===== src/rtl/xcvr_seq_pkg.sv =====
package xcvr_seq_pkg;

    typedef enum logic [2:0] {
        ST_HELD   = 3'd0,
        ST_BIAS   = 3'd1,
        ST_PLL    = 3'd2,
        ST_RXLOCK = 3'd3,
        ST_GUARD  = 3'd4,
        ST_VALID  = 3'd5,
        ST_IDLE   = 3'd6,
        ST_SLEEP  = 3'd7
    } seq_state_t;

    typedef struct packed {
        logic hold_min;
        logic lock_en;
        logic rx_analog;
        logic data_lock;
        logic valid;
        logic phase_rst;
        logic lpf_rst;
        logic pwr_dn;
    } strobe_t;

endpackage


===== src/rtl/xcvr_us_timer.sv =====
module xcvr_us_timer #(
    parameter int CYC_PER_US = 125,
    parameter int US_MAX     = 358,
    localparam int PRE_W     = (CYC_PER_US > 1) ? $clog2(CYC_PER_US) : 1,
    localparam int US_W      = $clog2(US_MAX + 1)
) (
    input  logic            clk,
    input  logic            srst,
    input  logic            clr,
    output logic            tick,
    output logic [US_W-1:0] us_cnt
);

    logic [PRE_W-1:0] pre_q;
    logic [US_W-1:0]  us_q;

    assign tick   = (pre_q == PRE_W'(CYC_PER_US - 1));
    assign us_cnt = us_q;

    always_ff @(posedge clk) begin
        if (srst || clr) begin
            pre_q <= '0;
            us_q  <= '0;
        end else if (tick) begin
            pre_q <= '0;
            us_q  <= us_q + US_W'(1);
        end else begin
            pre_q <= pre_q + PRE_W'(1);
        end
    end

    // The sequencer clears the count before it can pass its last window.
    assert_us_bound_R5: assert property (@(posedge clk) disable iff (srst)
        us_q <= US_W'(US_MAX));

endmodule


===== src/rtl/xcvr_rst_qual.sv =====
module xcvr_rst_qual #(
    parameter int MIN_CYC = 125,
    localparam int CW     = $clog2(MIN_CYC + 1)
) (
    input  logic clk,
    input  logic srst,
    input  logic hard_rst,
    output logic accepted
);

    logic [CW-1:0] run_q;

    assign accepted = hard_rst && (run_q >= CW'(MIN_CYC - 1));

    always_ff @(posedge clk) begin
        if (srst || !hard_rst) begin
            run_q <= '0;
        end else if (run_q != CW'(MIN_CYC)) begin
            run_q <= run_q + CW'(1);
        end
    end

    generate
        if (MIN_CYC > 1) begin : g_width_chk
            assert_min_width_R9: assert property (@(posedge clk) disable iff (srst)
                accepted |-> $past(hard_rst));
        end
    endgenerate

endmodule


===== src/rtl/xcvr_refresh_div.sv =====
module xcvr_refresh_div #(
    parameter int DIV  = 8,
    localparam int DW  = (DIV > 1) ? $clog2(DIV) : 1
) (
    input  logic clk,
    input  logic srst,
    input  logic run,
    output logic pulse
);

    logic [DW-1:0] div_q;

    assign pulse = run && (div_q == DW'(DIV - 1));

    always_ff @(posedge clk) begin
        if (srst || !run || pulse) begin
            div_q <= '0;
        end else begin
            div_q <= div_q + DW'(1);
        end
    end

    assert_refresh_gated_R11: assert property (@(posedge clk) disable iff (srst)
        !run |=> (div_q == '0));

endmodule


===== src/rtl/xcvr_lock_seq.sv =====
module xcvr_lock_seq
    import xcvr_seq_pkg::*;
#(
    parameter int CYC_PER_US  = 125,
    parameter int RST_MIN_US  = 1,
    parameter int REFRESH_DIV = 8,
    parameter int T_BIAS_US   = 32,
    parameter int T_PLL_US    = 262,
    parameter int T_RX_US     = 326,
    parameter int T_GUARD_US  = 358,
    parameter int T_RELOCK_US = 2
) (
    input  logic       clk,
    input  logic       pwr_on_rst,
    input  logic       hard_rst,
    input  logic       pll_bypass,
    input  logic       sleep_req,
    input  logic       ref_lock_n,
    input  logic       comma_en,
    output logic       pll_hold_min,
    output logic       pll_lock_en,
    output logic       rx_analog_en,
    output logic       data_lock_en,
    output logic       data_valid,
    output logic       comma_align_en,
    output logic       phase_rst,
    output logic       lpf_rst,
    output logic       pll_pwr_dn,
    output logic       refresh_en,
    output logic [2:0] stage
);

    localparam int US_W    = $clog2(T_GUARD_US + 1);
    localparam int RST_CYC = RST_MIN_US * CYC_PER_US;

    seq_state_t      state_q, state_d;
    strobe_t         strb;
    logic            rst_acc;
    logic            blocked;
    logic            tick;
    logic            timer_clr;
    logic [US_W-1:0] us_cnt;

    xcvr_rst_qual #(.MIN_CYC(RST_CYC)) u_rst_qual (
        .clk      (clk),
        .srst     (pwr_on_rst),
        .hard_rst (hard_rst),
        .accepted (rst_acc)
    );

    xcvr_us_timer #(.CYC_PER_US(CYC_PER_US), .US_MAX(T_GUARD_US)) u_timer (
        .clk    (clk),
        .srst   (pwr_on_rst),
        .clr    (timer_clr),
        .tick   (tick),
        .us_cnt (us_cnt)
    );

    xcvr_refresh_div #(.DIV(REFRESH_DIV)) u_refresh (
        .clk   (clk),
        .srst  (pwr_on_rst),
        .run   (state_q == ST_SLEEP),
        .pulse (refresh_en)
    );

    assign blocked = pwr_on_rst || rst_acc || pll_bypass;

    // Timer runs only through the timed windows and the relock window.
    assign timer_clr = (state_q == ST_HELD) || (state_q == ST_SLEEP) ||
                       (state_q == ST_VALID) ||
                       ((state_q == ST_IDLE) && !ref_lock_n);

    // State register
    always_ff @(posedge clk) begin
        if (pwr_on_rst) begin
            state_q <= ST_HELD;
        end else begin
            state_q <= state_d;
        end
    end

    // Next-state decision
    always_comb begin
        state_d = state_q;
        if (blocked) begin
            state_d = ST_HELD;
        end else if (sleep_req) begin
            state_d = ST_SLEEP;
        end else begin
            unique case (state_q)
                ST_HELD:   state_d = ST_BIAS;
                ST_SLEEP:  state_d = ST_BIAS;
                ST_BIAS:   if (tick && us_cnt == US_W'(T_BIAS_US - 1))   state_d = ST_PLL;
                ST_PLL:    if (tick && us_cnt == US_W'(T_PLL_US - 1))    state_d = ST_RXLOCK;
                ST_RXLOCK: if (tick && us_cnt == US_W'(T_RX_US - 1))     state_d = ST_GUARD;
                ST_GUARD:  if (tick && us_cnt == US_W'(T_GUARD_US - 1))  state_d = ST_VALID;
                ST_VALID:  if (!ref_lock_n)                              state_d = ST_IDLE;
                ST_IDLE:   if (ref_lock_n && tick &&
                               us_cnt == US_W'(T_RELOCK_US - 1))         state_d = ST_VALID;
                default:   state_d = ST_HELD;
            endcase
        end
    end

    // Stage strobes
    always_comb begin
        strb = '0;
        unique case (state_q)
            ST_HELD: begin
                strb.hold_min  = 1'b1;
                strb.phase_rst = 1'b1;
                strb.lpf_rst   = 1'b1;
            end
            ST_BIAS: strb.hold_min = 1'b1;
            ST_PLL: begin
                strb.lock_en   = 1'b1;
                strb.rx_analog = 1'b1;
            end
            ST_RXLOCK, ST_GUARD, ST_IDLE: begin
                strb.lock_en   = 1'b1;
                strb.rx_analog = 1'b1;
                strb.data_lock = 1'b1;
            end
            ST_VALID: begin
                strb.lock_en   = 1'b1;
                strb.rx_analog = 1'b1;
                strb.data_lock = 1'b1;
                strb.valid     = 1'b1;
            end
            ST_SLEEP: strb.pwr_dn = 1'b1;
            default:  strb = '0;
        endcase
    end

    assign pll_hold_min   = strb.hold_min;
    assign pll_lock_en    = strb.lock_en;
    assign rx_analog_en   = strb.rx_analog;
    assign data_lock_en   = strb.data_lock;
    assign data_valid     = strb.valid;
    assign phase_rst      = strb.phase_rst;
    assign lpf_rst        = strb.lpf_rst;
    assign pll_pwr_dn     = strb.pwr_dn;
    assign comma_align_en = strb.valid && comma_en;
    assign stage          = state_q;

    assert_pll_mode_excl_R3: assert property (@(posedge clk) disable iff (pwr_on_rst)
        $onehot0({pll_hold_min, pll_lock_en, pll_pwr_dn}));

    assert_bias_window_R2: assert property (@(posedge clk) disable iff (pwr_on_rst)
        (state_q == ST_PLL && $past(state_q) == ST_BIAS) |->
            ($past(us_cnt) == US_W'(T_BIAS_US - 1) && $past(tick)));

    assert_valid_entry_R5: assert property (@(posedge clk) disable iff (pwr_on_rst)
        (state_q == ST_VALID && $past(state_q) != ST_VALID) |->
            ($past(state_q) == ST_GUARD || $past(state_q) == ST_IDLE));

    assert_idle_entry_R7: assert property (@(posedge clk) disable iff (pwr_on_rst)
        (state_q == ST_IDLE && $past(state_q) != ST_IDLE) |->
            ($past(state_q) == ST_VALID && !$past(ref_lock_n)));

    assert_comma_gate_R6: assert property (@(posedge clk) disable iff (pwr_on_rst)
        comma_align_en |-> data_valid);

    assert_refresh_in_sleep_R11: assert property (@(posedge clk) disable iff (pwr_on_rst)
        refresh_en |-> pll_pwr_dn);

    assert_reset_held_R9: assert property (@(posedge clk) disable iff (pwr_on_rst)
        rst_acc |=> (state_q == ST_HELD));

    assert_blocker_over_sleep_R13: assert property (@(posedge clk) disable iff (pwr_on_rst)
        (pll_bypass && sleep_req) |=> (state_q == ST_HELD));

endmodule


===== config.mk =====
export PLATFORM = sky130hd
export DESIGN_NAME = xcvr_lock_seq
export DESIGN_NICKNAME = d
export VERILOG_FILES = /design/src/rtl/xcvr_seq_pkg.sv /design/src/rtl/xcvr_us_timer.sv /design/src/rtl/xcvr_rst_qual.sv /design/src/rtl/xcvr_refresh_div.sv /design/src/rtl/xcvr_lock_seq.sv
export SDC_FILE = /design/constraint.sdc
export NUM_CORES = 1
export LEC_CHECK = 0
export BUFFER_PORTS_ARGS = -buffer_cell sky130_fd_sc_hd__buf_2
export CAP_MARGIN = 5
export CORE_MARGIN = 5
export CORE_UTILIZATION = 47
export DETAILED_ROUTE_END_ITERATION = 10
export MAX_ROUTING_LAYER = met4
export PLACE_DENSITY = 0.77
export RECOVER_POWER = 25
export REMOVE_ABC_BUFFERS = 1
export SKIP_CTS_REPAIR_TIMING = 1
export SLEW_MARGIN = 15
export SYNTH_ARGS = -nofsm -noshare
export SYNTH_HDL_FRONTEND = slang
export SYNTH_SLANG_ARGS = --single-unit
export TNS_END_PERCENT = 100

===== constraint.sdc =====
create_clock -name clk -period 1.9 [get_ports clk]
set_clock_uncertainty 0.1 [all_clocks]
set_input_delay 0 -clock clk [delete_from_list [all_inputs] [get_ports clk]]
set_output_delay 0 -clock clk [all_outputs]
set_load 0.02 [all_outputs]

==> impl_metrics.toml, run 1 <==
[run_status]
status = "finished with violations"
violations = "negative setup slack"

[power_and_ir_drop]
power_density_nw_per_um2 = 576.2
leakage_nw = 0.8504
p_total_mw = 1.134
ir_worst_vdd_v = 0.0004776

[logic_synthesis]
ys_top_cells_by_area = "dfxtp_1, ha_1, nor2_1"
synth_edf_count = 0
ys_ff_latch = 29
synth_top_area_share_pct = 37.88
synthCells = 177
syn_avg_cell_area_sq_um = 8.659
yosysWarnings = 0
async_flop_share_pct = 0
yosys.area.top_type = "dfxtp_1"
synth.distinct_cells = 39
synth-main-ff-cell = "dfxtp_1"
syn-cell-area_sq_um = 1533
seq_area_frac_synth_pct = 37.88
synthTopCellsByCount = "dfxtp_1, nor2_1, xor2_1"

[sta]
setup_tns_ns = -0.06839
maxSlewHeadroom_pct = 67.15
rsz0062_at_grt = "true"
period_minus_slack_ns = 1.936
setup_slack_ns = -0.03611
worstMarginPinSlew_ns = 0.4894
hold_viol = 0
slew_violations = 0
whs_ns = 0.2291
fmax_mhz = 516.5
setup_viol = 2
fin_crit_sh_pct = 101.9

[floorplan]
fp.dieH_microns = 67.11
boundaryPins = 20
core-area_sq_um = 3103
start_util_pct = 49.40
dieArea_sq_um = 4503
row_count = 20
die_w_microns = 67.11

[route]
wl_microns = 3210
met1Wirelength_microns = 1468
vias = 1365
post_drt_wl_per_cell_microns = 11.93
maxUsedRoutingLayer = "met4"
wl_met2_microns = 1594
dr.pass1.iters = 4
wl_met3_microns = 98
dr.first_iter.drc_count = 80
ant_nets = 0
post_drt_via_cell_ratio = 5.074
drc_errors = 0

[cells_and_area]
seqCellArea_sq_um = 583.1
finalInstanceArea_sq_um = 1968
drive_gt1_share_pct = 27.11
antennaDiodeCount = 0
instances_no_fill = 269
area_delta_synth_final_pct = 28.41
fin_util_pct = 63.43
fill_cells = 276
multi_input_area_sq_um = 930.9
finalNetCount = 240

[clock_network]
clk_latency_ns = 0.32
cts_root_buffer = "clkbuf_4"
clock_sinks = 29
cts_tree = "built"
clk_path_buf_depth = 2
cts_max_level = 2
cts_buffers = 5
clkTransAtPathRegs_ns = 0.08

[setup_path]
end_kind = "flip-flop"
path_class = "flip-flop to flip-flop"
cpPeakStageDelay_ns = 0.54
worstPathMaxFanout = 4
cp_slowest_cell = "or4b_4"
crit_chain = "or4b_4, o2111ai_2, o211ai_2, or3_1, o211a_1"
start_kind = "flip-flop"
worstPathArrival_ns = 2.05
cp.required_ns = 2.01

[global_route]
overflow = 0
grt_max_degree = 12
grt.total_usage_pct = 16.41
antenna_found_initial = 0
grt_pass1_wl_microns = 5464
grt_pass1_vias = 1299

[placement]
port_buffers = 19
pre_cts_slack_ns = -0.1227
gp_congestion = 0.8003
dp_cells = 257
placedInstanceArea_sq_um = 1833
detailed_place_hpwl_microns = 2402

[worst_hold_path]
hold_path.class = "input port to primary output"

[flow_run]
max-cap-violations = 0
-- power breakdown --
part | switching [mW] | internal (mW) | leakage, nW | total (mW)
sequential | 0.00821 | 0.616 | 0.236 | 0.624
combinational | 0.0941 | 0.0729 | 0.588 | 0.167
clock | 0.195 | 0.147 | 0.0265 | 0.343
total | 0.298 | 0.836 | 0.850 | 1.13
-- per-layer routing --
| metal | vias to the layer above | global-route usage, % |
|---|---|---|
| li1 | 706 | - |
| met1 | 638 | 18.15 |
| met2 | 15 | 27.36 |
| met3 | 6 | 5.059 |
| met4 | 0 | 6.582 |
| met5 | - | - |
-- kinds of logic after synthesis --
logic type | synth area share, %
adder cells (fa/ha/maj) | 7.347
flip-flops | 37.88
buffers and inverters | 4.653
XOR/XNOR | 11.43
AND/OR/NAND/NOR | 28.25
AO/OA/AOI/OAI | 10.45
-- worst paths after layout --
| check | depth (start not counted) | slack [ns] | start | end |
|---|---|---|---|---|
| max reg2reg | 5 | -0.04 | u_timer.us_cnt[4] | stage[0] |
| min reg2reg | 1 | 0.34 | u_refresh.div_q[0] | u_refresh.div_q[0] |
| min | 3 | 0.23 | comma_en | comma_align_en |
| max | 5 | -0.04 | u_timer.us_cnt[4] | stage[0] |
-- state kept, by name, indices dropped and copies added, names as in the netlist --
| name | count |
|---|---|
| u_timer.pre_q | 7 |
| u_timer.us_cnt | 9 |
| stage | 3 |
| u_rst_qual.run_q | 7 |
| u_refresh.div_q | 3 |
-- cells in the final DEF (no fill, tap or decap), types with 3 or more instances in the layout --
cell type,netlist,layout
nand2_1,8,8
buf_4,2,24
and3_1,3,3
clkbuf_1,5,6
nand4_1,6,6
nor2_1,29,29
xor2_1,11,11
nor3_1,3,3
ha_1,9,9
or2_2,3,3
and2_1,8,7
nand3_1,5,5
a21oi_1,6,6
clkbuf_4,0,5
xnor2_1,9,9
buf_2,0,17
dfxtp_1,29,27
and4_1,5,5
inv_1,9,9
dlygate4sd3_1,0,4
-- critical path, delay by kind of cell, from the launching register on --
kind	cells	cell delay [ns]
AOI/OAI and AO/OA	3	0.55
and+or+nand+nor	2	0.87
DFF	1	0.33
-- area by class of cell --
| cell class | count | area share, % |
|---|---|---|
| multi-input cells | 131 | 47.30 |
| flip-flops and latches | 29 | 29.62 |
| repair buffers | 48 | 16.08 |
| well taps | 44 | 2.797 |
| clock buffers | 8 | 2.479 |
| inverters | 9 | 1.716 |
Note: power is estimated with default switching activity, not from simulation.
==> inputs of run 2 (changes only) <==
- PLACE_DENSITY: 0.77 -> 0.74
- clock period: 1.9 -> 1.91 ns (I/O delays scaled with it)
==> run 2 against run 1 <==
Critical path type unchanged. Routed wire length rose by 5.0%. Power is 0.92% lower. Largest cell class unchanged. The run still ends with negative setup slack left. Combinational power shrank 4%.
==> impl_metrics.toml, run 2 (synthesis gave the netlist of run 1 again) <==
[route]
dr.first_iter.drc_count = 58
vias = 1359
post_drt_wl_per_cell_microns = 12.77
ant_nets = 0
drc_errors = 0
post_drt_via_cell_ratio = 5.148
wl_microns = 3371
dr.pass1.iters = 4

[floorplan]
row_count = 20
die_w_microns = 67.11
fp.dieH_microns = 67.11
core-area_sq_um = 3103
boundaryPins = 20
dieArea_sq_um = 4503
start_util_pct = 49.40

[clock_network]
cts_root_buffer = "clkbuf_4"
cts_buffers = 5
cts_tree = "built"
clk_path_buf_depth = 2
clkTransAtPathRegs_ns = 0.09
cts_max_level = 2
clock_sinks = 29
clk_latency_ns = 0.32

[power_and_ir_drop]
combPwrFrac_pct = 14.3
swShare_pct = 26.97
p_switching_mw = 0.3031
power_density_nw_per_um2 = 586.5
ir_worst_vdd_v = 0.0004243
p_seq_share_pct = 55.5
leakage_nw = 0.8243
internal_power_mw = 0.8205
p_clk_share_pct = 30.2

[global_route]
grt_pass1_wl_microns = 5782
grt_max_degree = 15
grt_pass1_vias = 1348
overflow = 0
grt.total_usage_pct = 17.24
antenna_found_initial = 0

[run_status]
status = "finished with violations"
violations = "negative setup slack"

[sta]
period_minus_slack_ns = 2.010
setup_viol = 2
setup_slack_ns = -0.1005
hold_viol = 0
slew_violations = 0
rsz0062_at_grt = "true"
fmax_mhz = 497.4
worstMarginPinSlew_ns = 0.4521
fin_crit_sh_pct = 105.3
maxSlewHeadroom_pct = 69.47

[setup_path]
worstPathArrival_ns = 2.17
start_kind = "flip-flop"
end_kind = "flip-flop"
cp.required_ns = 2.07
worstPathMaxFanout = 3
path_class = "flip-flop to flip-flop"

[cells_and_area]
antennaDiodeCount = 0
fill_cells = 295
finalNetCount = 235
area_delta_synth_final_pct = 24.98
finalInstanceArea_sq_um = 1916
drive_gt1_share_pct = 26.82
layout_common_cells = "nor2_1, dfxtp_1, buf_4, buf_2, xor2_1"
final_common_cell = "nor2_1"
largest_reg_flops = 9

[placement]
pre_cts_slack_ns = -0.1446
port_buffers = 19
gp_congestion = 0.8065
detailed_place_hpwl_microns = 2465
placedInstanceArea_sq_um = 1795

[flow_run]
max-cap-violations = 0

[worst_hold_path]
hold_path.class = "input port to primary output"
## run 2: changes by cell type in the layout (fill, tap and decap cells not counted), moves of 2 or more
cell / before / now
buf_4: 24 / 20
clkinv_2: 0 / 2
clkbuf_1: 6 / 1
buf_2: 17 / 19
## run 2: stage by stage
stage / setup TNS, ns / utilization, % / cells / hold WS (ns) / power [mW]
3_5_place_dp: -0.1997 / 57.86 / 252 / 0.1374 / 0.7874
2_1_floorplan: -4.499 / - / 169 / -0.02293 / 0.7255
6_report: -0.1386 / 61.73 / 264 / 0.2229 / 1.124
4_1_cts: -0.2148 / 59.52 / 260 / -0.2222 / 1.135
3_3_place_gp: -0.1073 / 57.86 / 252 / 0.1386 / 0.7820
5_1_grt: -0.2319 / 61.73 / 264 / 0.2626 / 1.198
## run 2: layout make-up
type,count,area [sq um],area share (%)
Multi-Input combinational cell,131,903.4,47.16
Sequential cell,29,586.8,30.63
Timing Repair Buffer,43,285.3,14.89
Tap cell,44,55.05,2.874
Clock buffer,6,41.29,2.155
Inverter,9,33.78,1.764
Clock inverter,2,10.01,0.5225
## run 2: worst paths after layout
| check | startpoint | endpoint | slack (ns) | cells past startpoint |
|---|---|---|---|---|
| hold reg to reg | u_refresh.div_q[0] | u_refresh.div_q[0] | 0.34 | 1 |
| hold / removal | comma_en | comma_align_en | 0.22 | 3 |
| setup / recovery | u_timer.us_cnt[4] | stage[1] | -0.10 | 6 |
| setup reg to reg | u_timer.us_cnt[4] | stage[1] | -0.10 | 6 |
## run 2: power by group through the flow
stage | registers (mW) | clock network (mW) | logic (mW)
after floorplan | 0.647 | 0 | 0.0785
after global placement | 0.638 | 0 | 0.144
after detailed placement | 0.638 | 0 | 0.149
after CTS | 0.624 | 0.361 | 0.150
after global routing | 0.625 | 0.397 | 0.176
final | 0.623 | 0.340 | 0.161
## run 2: metal layers
layer / vias up / GRT usage (%) / wire (microns)
met4: 0 / 8.608 / 31
met2: 26 / 28.59 / 1828
met5: - / - / 0
met3: 5 / 4.553 / 120
li1: 697 / - / -
met1: 631 / 18.96 / 1391
## run 2: critical path, stage by stage, from the launching register on
cell and delay [ns]:
dfxtp_2 0.33, or4b_4 0.53, o2111ai_2 0.21, o211ai_2 0.13, buf_4 0.18, nor4_1 0.29, o31a_1 0.18
